--- src/rtl/seq_divider.sv ---
module seq_divider #(
  parameter int W = 32
) (
  input  logic         clk,
  input  logic         rst_n,
  input  logic         start,
  input  logic         nonrestore,
  input  logic [W-1:0] dividend,
  input  logic [W-1:0] divisor,
  output logic         busy,
  output logic         done,
  output logic         div_zero,
  output logic [W-1:0] quotient,
  output logic [W-1:0] remainder
);
  localparam int HW = W + 2;
  localparam int CW = $clog2(W) + 1;

  logic signed [HW-1:0] hi;
  logic [W-1:0]         lo;
  logic [W-1:0]         dsr;
  logic                 mode;
  logic                 neg;
  logic [CW-1:0]        cnt;

  wire signed [HW-1:0] dx    = signed'({2'b00, dsr});
  wire signed [HW-1:0] trial = (mode && neg) ? hi + dx : hi - dx;
  wire                 tneg  = trial[HW-1];
  wire signed [HW-1:0] kept  = (!mode && tneg) ? hi : trial;
  wire signed [HW-1:0] hi_sh = {kept[HW-2:0], lo[W-1]};
  wire [W-1:0]         lo_sh = {lo[W-2:0], ~tneg};
  wire signed [HW-1:0] half  = hi_sh >>> 1;
  wire signed [HW-1:0] fixed = half[HW-1] ? half + dx : half;
  wire                 last  = (cnt == CW'(W - 1));

  always_ff @(posedge clk or negedge rst_n) begin
    if (!rst_n) begin
      hi        <= '0;
      lo        <= '0;
      dsr       <= '0;
      mode      <= 1'b0;
      neg       <= 1'b0;
      cnt       <= '0;
      busy      <= 1'b0;
      done      <= 1'b0;
      div_zero  <= 1'b0;
      quotient  <= '0;
      remainder <= '0;
    end else if (busy) begin
      hi  <= hi_sh;
      lo  <= lo_sh;
      neg <= tneg;
      cnt <= cnt + 1'b1;
      if (last) begin
        busy      <= 1'b0;
        done      <= 1'b1;
        quotient  <= lo_sh;
        remainder <= fixed[W-1:0];
      end
    end else if (start) begin
      if (divisor == '0) begin
        done      <= 1'b1;
        div_zero  <= 1'b1;
        quotient  <= '1;
        remainder <= dividend;
      end else begin
        busy     <= 1'b1;
        done     <= 1'b0;
        div_zero <= 1'b0;
        hi       <= {{(HW-1){1'b0}}, dividend[W-1]};
        lo       <= {dividend[W-2:0], 1'b0};
        dsr      <= divisor;
        mode     <= nonrestore;
        neg      <= 1'b0;
        cnt      <= '0;
      end
    end
  end
endmodule

--- config.mk ---
export PLATFORM = sky130hd
export DESIGN_NAME = seq_divider
export DESIGN_NICKNAME = d
export VERILOG_FILES = /design/src/rtl/seq_divider.sv
export SDC_FILE = /design/constraint.sdc
export NUM_CORES = 1
export LEC_CHECK = 0
export ABC_CLOCK_PERIOD_IN_PS = 6900
export CORE_MARGIN = 2
export CORE_UTILIZATION = 59
export DETAILED_ROUTE_END_ITERATION = 10
export DONT_BUFFER_PORTS = 1
export HOLD_SLACK_MARGIN = 0.06
export PLACE_DENSITY_LB_ADDON = 0.25
export SYNTH_ARGS = -nofsm -noshare
export SYNTH_HDL_FRONTEND = slang
export SYNTH_SLANG_ARGS = --single-unit
--- constraint.sdc ---
create_clock -name clk -period 6.9 [get_ports clk]
set_input_delay 1.38 -clock clk [delete_from_list [all_inputs] [get_ports clk]]
set_output_delay 1.38 -clock clk [all_outputs]
set_load 0.01 [all_outputs]
After elaboration in Yosys (flattened, before gate mapping)
Index checks and enable logic that the tools add are counted.

storage, ports and cells
  input port bits = 68
  output and inout bits = 67
  word-level logic and storage cells = 63
  bits in registers = 173

cells by class
  mux-type cells = 31
  reductions and logical operators = 11
  add/subtract/negate cells = 4
  bitwise operators = 3
  equal/unequal tests = 3

operator list
  operator               number
  $mux W32               12
  $mux W34               4
  $add A34 B33 Y34       1
  $sub A34 B33 Y34       1
  $mux W33               1
  $add A32 B32 Y32       1
  $logic_not A32 Y1      1
  $mux W6                3
  $mux W1                11
  $add A6 B1 Y6 const B  1
  $eq A6 B5 Y1 const B   1
  $reduce_and A2 Y1      3
  $reduce_and A3 Y1      2
  $reduce_bool A2 Y1     2
  $not A1 Y1             3
  $logic_and A1 B1 Y1    2
  $ne A2 B1 Y1 const B   1
  $ne A2 B2 Y1 const B   1
  $logic_not A1 Y1       1

Logic depth before layout (Yosys ltp)
Gate-level depths: netlist (run 1).

  depth in word-level cells = 8
  depth in mapped cells = 32
  gate-level depth less buffers = 32

Least setup slack after synthesis (run 1)
No wires, ideal clock.

  path kind = register to register
  from = register dsr[8]
  to = register remainder[25]
  data arrival time = 6739 ps
  period minus slack after synthesis = 6821 ps
  path buffers = 1
  data required time = 6818 ps
  slack = 79 ps
  setup time = 82 ps
  cell stages (with the launch flop) = 28
  cells stage by stage = dfrtp_1 > or4_1 > nor3_1 > nand3_1 > nor3_1 > nand2_1 > o31ai_1 > xnor2_1 > ha_1 > a21o_1 > a21o_1 > a41o_1 > nor3_1 > a21oi_2 > mux2i_4 > buf_2 > mux2_2 > ha_1 > o21ai_0 > nor2_1 > o22ai_1 > o211a_1 > o21ai_0 > a31o_2 > o41ai_1 > xor2_1 > mux2_1 > o22ai_1

between the ends
  longest elaborated chain between the ends = 8
  elaborated cells between the ends (all ways) = 9
  those cells by class = 3 x add/sub; 5 x mux; 1 x reduce/logical

RTL lines
  element                                                      line  text
  start, declared                                              21    logic [W-1:0] dsr;
  start signal, assigned                                       72    dsr <= divisor;
  $sub A34 B33 Y34 / $add A34 B33 Y34 (equally long branches)  27    wire signed [HW-1:0] trial = (mode && neg) ? hi + dx : hi - dx;
  $mux W34                                                     27
  $logic_and A1 B1 Y1                                          29    wire signed [HW-1:0] kept = (!mode && tneg) ? hi : trial;
  $mux W33                                                     29
  $add A32 B32 Y32                                             33    wire signed [HW-1:0] fixed = half[HW-1] ? half + dx : half;
  $mux W32 (*)                                                 33
  $mux W32 (*)                                                 54    if (last) begin
  $mux W32 (*)                                                 49    end else if (busy) begin
  end signal, assigned                                         58    remainder <= fixed[W-1:0];
  end signal, assigned                                         65    remainder <= dividend;
  end, declared                                                14    output logic [W-1:0] remainder

Mark *: on every way between the ends. The rest lies on a longest branch, timed or not. The select of a mux whose other input is x is not followed.
A chain may end at the register's enable or synchronous reset.

Worst setup path after layout (run 1)
  from = register dsr[5]
  to = register remainder[31]

Same word-level chain as after synthesis.

==> impl_metrics.yaml, run 1 <==
status:
  status: "finished clean"
setup_path:
  start_kind: "flip-flop"
  crit_start: "dsr[5]$_DFFE_PN0P_"
  crit_arrival_ns: 7.12
  cp.depth: 33
  crit_required_ns: 7.26
  worstPathMaxFanout: 6
  crit_path_max_incr_delay_ns: 0.57
  timing.rr.start: "dsr[5]$_DFFE_PN0P_"
  crit_buf_inv: 5
  reg2regPathDepth: 33
  rrSetupSlack_ns: 0.14
  critPathKind: "flip-flop to flip-flop"
  cp_top_family: "compound AO/OA/AOI/OAI gates"
  crit_top_cell: "buf_4"
  crit_path_end_kind: "flip-flop"
  r2r-end: "remainder[31]$_DFFE_PN0P_"
  slowest_stage: "or4_4"
  worstSetupEndpoint: "remainder[31]$_DFFE_PN0P_"
yosys:
  ys_seq_elements: 173
  synth_ff_type: "dfrtp_1"
  syn-cell-area_sq_um: 12000
  synth.avg_cell_area_sq_um: 8.65
  syn_nets: 1528
  async_flop_share_pct: 100
  ys_seq_area_share_pct: 36.0
  netlist_instances: 1389
  netlist-cell-type-count: 75
  yosysWarnings: 0
  synth-edff-count: 0
grt:
  grt_use_total_pct: 33.0
  grt_pass1_vias: 10500
  gr-total-overflow: 0
  grt_first_pass_wirelength_mm: 56.1
  grt_max_degree: 174
  antenna_found_initial: 0
floorplan:
  initial_core_util_pct: 59.8
  core_region_area_sq_um: 20100
  placementRows: 52
  die_y_um: 147
  fp.dieW_um: 147
  ioPinCount: 135
  die-area_sq_um: 21500
route:
  drt_iter0_markers: 894
  ant_nets: 0
  drt_wl_total_mm: 36.4
  vias: 11000
  vias_per_cell: 6.43
  drc: 0
  dr.pass1.iters: 5
  post_drt_wl_per_cell_um: 21.3
final_layout:
  stdcell_count: 1713
  drive_above_1_share_pct: 17.9
  final_nets: 1570
  fill_cells: 1587
  layout_common_cells: "dfrtp_1, nand2_1, nor2_1, a21oi_1, buf_4"
  antenna_cells: 0
  syn2layout_area_growth_pct: 15.3
  multiInputGateArea_sq_um: 7690
  final_common_cell: "dfrtp_1"
  register_area_sq_um: 4330
  fin_area_sq_um: 13900
clocking:
  cts_tree: "yes"
  cts.clk_slew.worst_paths_ns: 0.08
  clock_path_buffers: 2
  clkLatencyLatePin_ns: 0.45
  cts.sinks: 173
  h-tree-depth: 4
  numCtsBuffers: 17
  postCtsHoldBufs: 0
  ctsRootBufferMaster: "clkbuf_16"
sta:
  post-route-period-util_pct: 97.9
  fmax_mhz: 148
  rsz0062_at_grt: "yes"
  setup_tns_ns: 0
  fin_crit_ns: 6.76
  final-hold-violation-count: 0
  finClkSkew_ns: 0.0158
  tightest_slew_ns: 1.08
  setup_viol: 0
  setup_slack_ns: 0.142
  maxSlewViolCount: 0
  slew_headroom_pct: 27.7
min_path:
  hp-class: "flip-flop to flip-flop"
  hold_start: "cnt[5]$_DFFE_PN0P_"
placed_design:
  numPortBuffers: 0
  dpl.hpwl_mm: 25.9
  place_ws_ns: -0.149
  placed_area_sq_um: 12800
  dpl.cell_count: 1676
  gp_congestion: 0.979
job:
  drv_cap: 0
==> area by class of cell <==
cell class,instances,share of cell area (%)
sequential,173,31.2
multi-input combinational,1100,55.5
tap,270,2.44
clock buffer,17,3.07
timing repair buffer,95,5.50
inverter,44,1.19
clock inverter,14,1.10
==> state kept, by name, indices dropped and copies added, names as in the netlist <==
signal     flops
lo            32
quotient      32
done           1
busy           1
div_zero       1
hi            34
dsr           32
neg            1
mode           1
cnt            6
remainder     32
==> worst register-to-register path, delay by kind of cell (launching register included) <==
kind            cells  cell delay, ns
flops               1            0.39
compound gates     11            2.05
simple gates       12            1.99
buf+inv             5            0.83
fa+ha+maj           2            0.68
mux                 1            0.37
xor+xnor            2            0.38
==> per-stage QoR <==
| stage | utilization, % | hold slack (ns) |
|---|---|---|
| 6_report | 68.9 | 0.534 |
| 5_1_grt | 68.9 | 0.545 |
| 4_1_cts | 66.5 | 0.532 |
| 3_5_place_dp | 63.5 | 0.508 |
| 3_3_place_gp | 63.5 | 0.474 |
| 2_1_floorplan | - | 0.453 |
==> synth_stat cells, types with 4 or more instances <==
cell      instances  area share [%]
o21ai_0          84             3.5
a211o_1           8            0.58
o21bai_1          5            0.31
nor2_1          139             4.3
a22o_1            7            0.51
o21ai_1          15            0.62
and2_1            4            0.21
a221oi_1          5            0.36
a211oi_1         12            0.75
nor3_1           17            0.71
xor2_1           33             2.4
xnor2_1          54             3.9
o211ai_1          9            0.56
nor4_1            9            0.47
a221o_1           6            0.50
nand2b_1         12            0.62
o31ai_1          18             1.1
nor3b_1           7            0.44
nor2b_1          15            0.78
o41ai_1           4            0.29
mux2_2           52             4.9
clkbuf_1         63             2.0
mux2i_1          27             2.2
a21o_1           28             1.7
buf_2             5            0.21
a21oi_1         116             4.8
inv_1            44             1.4
nand3_1          27             1.1
ha_1             69             7.2
a31oi_1          41             2.1
dfrtp_1         173              36
nand4_1          14            0.73
or3_1            10            0.52
nand2_1         163             5.1
o22ai_1           9            0.47
o21a_1            7            0.44
and3_1           26             1.4
==> worst min-delay path by stage <==
stage | slack (ns) | depth (start not counted) | end
after CTS | 0.53 | 1 | cnt[5]$_DFFE_PN0P_
final | 0.53 | 1 | cnt[5]$_DFFE_PN0P_
after global placement | 0.47 | 2 | hi[0]$_DFFE_PN0P_
after detailed placement | 0.51 | 2 | hi[0]$_DFFE_PN0P_
after floorplan | 0.45 | 2 | hi[0]$_DFFE_PN0P_
after global routing | 0.54 | 1 | hi[33]$_DFFE_PN0P_
==> what timing repair did <==
item                       CTS  global route
setup endpoints to repair    9            20
pin swaps                    0            31
resized for setup            5            82
setup buffers                0             5
gates cloned                 0             1
==> per-layer routing <==
metal  up-vias  GRT usage, %  part of all wire, %
met2       468          54.9                   49
met1      5321          43.4                   40
met3       139          4.13                  6.5
met5         -             0                    0
li1       5080             -                    -
met4         0          15.1                  4.6
==> cells by family after synthesis <==
| family | Yosys count | synth area share [%] |
|---|---|---|
| mux | 84 | 7.71 |
| compound gates | 403 | 21.2 |
| simple gates | 455 | 17.2 |
| fa+ha+maj | 71 | 7.51 |
| buf+inv | 116 | 3.97 |
| xor+xnor | 87 | 6.34 |
| flops | 173 | 36.0 |
Power of run 1 is left out: the tool's default activity adds up to more than one toggle a clock period on the data nets, which glitch-free logic cannot reach.
==> run 2, diff against run 1 <==
--- a/config.mk
+++ b/config.mk
@@ -7,7 +7,8 @@
 export LEC_CHECK = 0
 export ABC_CLOCK_PERIOD_IN_PS = 6900
 export CORE_MARGIN = 2
-export CORE_UTILIZATION = 59
+export CORE_UTILIZATION = 60
+export CTS_BUF_LIST = sky130_fd_sc_hd__clkbuf_4
 export DETAILED_ROUTE_END_ITERATION = 10
 export DONT_BUFFER_PORTS = 1
 export HOLD_SLACK_MARGIN = 0.06
==> run 2 against run 1 <==
Setup slack improved by 0.0076 ns. Routed wire length is 2.8% lower. Via count down 1.5%. Sequential cell count stayed put. Critical endpoint unchanged.
==> impl_metrics.yaml, run 2 (synthesized netlist as in run 1, its figures left out) <==
sta:
  final-hold-violation-count: 0
  fmax_mhz: 148
  setup_slack_ns: 0.150
  hold_slack_ns: 0.447
  tightest_slew_ns: 1.20
  slew_headroom_pct: 19.8
  fin_crit_ns: 6.75
  rsz0062_at_grt: "yes"
  setup_viol: 0
  finClkSkew_ns: 0.0318
  post-route-period-util_pct: 97.8
  maxSlewViolCount: 0
clocking:
  clock_path_buffers: 2
  cts_tree: "yes"
  postCtsHoldBufs: 0
  ctsRootBufferMaster: "clkbuf_4"
  cts.clk_slew.worst_paths_ns: 0.18
  numCtsBuffers: 17
  cts.sinks: 173
  clkLatencyLatePin_ns: 0.61
  h-tree-depth: 4
floorplan:
  initial_core_util_pct: 61.4
  die-area_sq_um: 21200
  ioPinCount: 135
  die_y_um: 146
  placementRows: 51
  fp.dieW_um: 146
  core_region_area_sq_um: 19600
route:
  top_layer: "met4"
  drt_wl_total_mm: 35.4
  wl_met3_mm: 2.37
  drt_iter0_markers: 746
  drc: 0
  wl_met1_mm: 14.2
  dr_wl_met2_mm: 17.3
  dr.pass1.iters: 5
  post_drt_wl_per_cell_um: 20.7
  vias: 10800
  vias_per_cell: 6.33
  ant_nets: 0
grt:
  grt_pass1_vias: 10600
  grt_first_pass_wirelength_mm: 55.2
  grt_use_total_pct: 32.6
  gr-total-overflow: 0
  grt_max_degree: 174
  antenna_found_initial: 0
placed_design:
  dpl.hpwl_mm: 25.7
  gp_congestion: 1.00
  numPortBuffers: 0
  place_ws_ns: -0.329
  placed_area_sq_um: 12800
final_layout:
  regMostFlops: "hi"
  multiInputGateArea_sq_um: 7690
  antenna_cells: 0
  final_nets: 1575
  drive_above_1_share_pct: 18.2
  register_area_sq_um: 4330
  fin_util_pct: 69.4
  layout_common_cells: "dfrtp_1, nand2_1, nor2_1, a21oi_1, buf_4"
  fin_area_sq_um: 13600
  syn2layout_area_growth_pct: 13.1
  largest_reg_flops: 34
  fill_cells: 1626
  final_common_cell: "dfrtp_1"
job:
  drv_cap: 0
setup_path:
  worstPathMaxFanout: 5
  slowest_stage: "or4_4"
  critPathKind: "flip-flop to flip-flop"
  crit_path_end_kind: "flip-flop"
  crit_arrival_ns: 7.24
  crit_required_ns: 7.39
  crit_path_max_incr_delay_ns: 0.57
  start_kind: "flip-flop"
min_path:
  hp-class: "input port to asynchronous set/reset pin"
status:
  status: "finished clean"
[run 2: worst paths after layout]
kind | startpoint | to | slack, ns | cells after the start
setup / recovery | dsr[8]$_DFFE_PN0P_ | remainder[31]$_DFFE_PN0P_ | 0.15 | 31
hold / removal | rst_n | hi[21]$_DFFE_PN0P_ | 0.45 | 0
setup reg to reg | dsr[8]$_DFFE_PN0P_ | remainder[31]$_DFFE_PN0P_ | 0.15 | 31
hold reg to reg | lo[31]$_DFFE_PN0P_ | hi[0]$_DFFE_PN0P_ | 0.52 | 2
max in group asynchronous | rst_n | hi[8]$_DFFE_PN0P_ | 6.14 | 0
min in group clk | lo[31]$_DFFE_PN0P_ | hi[0]$_DFFE_PN0P_ | 0.52 | 2
[run 2: worst max-delay path: cells and delay by family (launching register included)]
family | cells | cell delay, ns
and+or+nand+nor | 11 | 1.89
AOI/OAI and AO/OA | 10 | 1.88
adders and majority gates | 2 | 0.75
muxes | 2 | 0.70
buffers and inverters | 4 | 0.61
DFF | 1 | 0.41
xor gates and xnor gates | 2 | 0.38
[run 2: layout make-up]
| class | count | area share [%] |
|---|---|---|
| multi-input cells | 1100 | 56.5 |
| flip-flops and latches | 173 | 31.8 |
| repair buffers | 100 | 5.94 |
| well taps | 265 | 2.44 |
| inverters | 44 | 1.21 |
| clock inverters | 14 | 1.09 |
| clock buffers | 17 | 0.938 |
[run 2: through the flow]
stage / TNS (ns) / std cells
after floorplan: 0 / 1389
after global placement: -0.481 / 1673
after detailed placement: -0.948 / 1673
after CTS: -0.0235 / 1704
after global routing: -0.383 / 1713
final: 0 / 1713
[run 2: metal layers]
metal | track usage, % | vias up
li1 | - | 5087
met2 | 55.3 | 430
met5 | 0 | -
met1 | 40.9 | 5221
met3 | 6.36 | 104
met4 | 14.2 | 0
[run 2: what timing repair did]
action	4_1_cts	5_1_grt
cloned	0	1
setup endpoints to repair	11	18
setup buffers	0	8
pin swaps	8	22
endpoints found under the hold margin	0	0
resized for setup	11	82
Power of run 2 is left out for the same reason.
==> run 3, diff against run 2 <==
--- a/config.mk
+++ b/config.mk
@@ -6,7 +6,7 @@
 export NUM_CORES = 1
 export LEC_CHECK = 0
 export ABC_CLOCK_PERIOD_IN_PS = 6900
-export CORE_MARGIN = 2
+export CORE_MARGIN = 4
 export CORE_UTILIZATION = 60
 export CTS_BUF_LIST = sky130_fd_sc_hd__clkbuf_4
 export DETAILED_ROUTE_END_ITERATION = 10
==> run 3 against run 2 <==
The run now ends with setup timing left. Die area grew 5.6%. Register-to-register slack worse by 0.25 ns. Final area up 2.7%. Largest cell class unchanged. Sequential cell count is the same.
==> impl_metrics.yaml, run 3 (synthesized netlist as in run 1, its figures left out) <==
clocking:
  ctsRootBufferMaster: "clkbuf_4"
  postCtsHoldBufs: 0
  numCtsBuffers: 17
  cts.sinks: 173
  h-tree-depth: 4
  clkLatencyLatePin_ns: 0.59
  cts.clk_slew.worst_paths_ns: 0.18
  cts_tree: "yes"
  clock_path_buffers: 2
route:
  drt_iter0_markers: 1096
  ant_nets: 0
  vias: 11200
  vias_per_cell: 6.47
  post_drt_wl_per_cell_um: 21.5
  drc: 0
  dr.pass1.iters: 5
  drt_wl_total_mm: 37.4
grt:
  gr-total-overflow: 0
  grt_first_pass_wirelength_mm: 55.6
  grt_pass1_vias: 10700
  grt_max_degree: 174
  grt_use_total_pct: 31.4
  antenna_found_initial: 1
floorplan:
  placementRows: 51
  die_y_um: 150
  initial_core_util_pct: 61.4
  core_region_area_sq_um: 19600
  fp.dieW_um: 150
  die-area_sq_um: 22400
  ioPinCount: 135
setup_path:
  crit_path_max_incr_delay_ns: 0.55
  critPathKind: "flip-flop to flip-flop"
  worstPathMaxFanout: 7
  slowest_stage: "or4_4"
  crit_required_ns: 7.40
  crit_path_end_kind: "flip-flop"
  crit_arrival_ns: 7.49
  start_kind: "flip-flop"
  crit_top_cell: "buf_4"
sta:
  slew_headroom_pct: 30.0
  fin_crit_ns: 7.00
  fmax_mhz: 143
  post-route-period-util_pct: 101
  tightest_slew_ns: 1.05
  setup_slack_ns: -0.0964
  finClkSkew_ns: 0.0386
  setup_viol: 2
  final-hold-violation-count: 0
  rsz0062_at_grt: "yes"
  hold_slack_ns: 0.473
  maxSlewViolCount: 0
  setup_tns_ns: -0.109
min_path:
  hp-class: "input port to asynchronous set/reset pin"
placed_design:
  dpl.cell_count: 1677
  numPortBuffers: 0
  gp_congestion: 0.990
  dpl.hpwl_mm: 25.9
status:
  violations: "setup timing"
  status: "finished with violations"
final_layout:
  drive_above_1_share_pct: 20.8
  syn2layout_area_growth_pct: 16.2
  largest_reg_flops: 34
  fin_util_pct: 71.3
  layout_common_cells: "dfrtp_1, nand2_1, nor2_1, buf_4, a21oi_1"
  final_common_cell: "dfrtp_1"
  final_nets: 1597
  stdcell_count: 1737
  regMostFlops: "hi"
job:
  drv_cap: 0
==> run 3: cell count changes in the layout (fill, tap and decap cells not counted), sizes merged <==
cell | before | now
diode | 0 | 1
buf | 99 | 121
inv | 50 | 49
clkbuf | 18 | 19
clkinvlp | 2 | 3
==> run 3: final cells by class <==
cell class	instances	area, sq um
Antenna cell	1	2.50
Clock buffer	18	135
Clock inverter	14	151
Fill cell	1495	5630
Inverter	44	165
Multi-Input combinational cell	1100	7850
Sequential cell	173	4330
Tap cell	265	332
Timing Repair Buffer	122	997
==> run 3: timing repair <==
action / 4_1_cts / 5_1_grt
buffers inserted: 1 / 26
resized for setup: 13 / 113
endpoints found under the setup margin: 14 / 18
gates cloned: 0 / 1
pin swaps: 6 / 48
==> run 3: worst max-delay path: cells and delay by family (launching register included) <==
family	cells	cell delay [ns]
buffers and inverters	6	0.83
adders and majority gates	2	0.63
muxes	2	0.68
DFF	1	0.41
and+or+nand+nor	9	1.71
xor gates and xnor gates	2	0.42
AOI/OAI and AO/OA	11	2.22
==> run 3: path summary, 6_finish.rpt <==
| kind | depth (start not counted) | slack (ns) | from | end |
|---|---|---|---|---|
| worst max-delay path | 32 | -0.1 | dsr[8]$_DFFE_PN0P_ | remainder[31]$_DFFE_PN0P_ |
| max in group asynchronous | 0 | 6.14 | rst_n | lo[15]$_DFFE_PN0P_ |
| worst max register to register | 32 | -0.1 | dsr[8]$_DFFE_PN0P_ | remainder[31]$_DFFE_PN0P_ |
| worst min register to register | 2 | 0.52 | lo[31]$_DFFE_PN0P_ | hi[0]$_DFFE_PN0P_ |
| min in group clk | 2 | 0.52 | lo[31]$_DFFE_PN0P_ | hi[0]$_DFFE_PN0P_ |
| worst min-delay path | 0 | 0.47 | rst_n | hi[30]$_DFFE_PN0P_ |
==> run 3: metal layers <==
| metal | track usage [%] | share of wire, % | up-vias |
|---|---|---|---|
| li1 | - | - | 5129 |
| met1 | 40.4 | 39 | 5389 |
| met2 | 52.4 | 49 | 595 |
| met3 | 5.91 | 7.6 | 124 |
| met4 | 12.7 | 4.5 | 0 |
| met5 | 0 | 0 | - |
==> run 3: through the flow <==
step | setup slack (ns) | instance area (sq um)
6_report | -0.0964 | 14000
5_1_grt | -0.406 | 14000
4_1_cts | 0.0323 | 13200
3_5_place_dp | -0.270 | 12800
3_3_place_gp | -0.0900 | 12800
2_1_floorplan | 0.0786 | 12000
Power of run 3 is left out for the same reason.
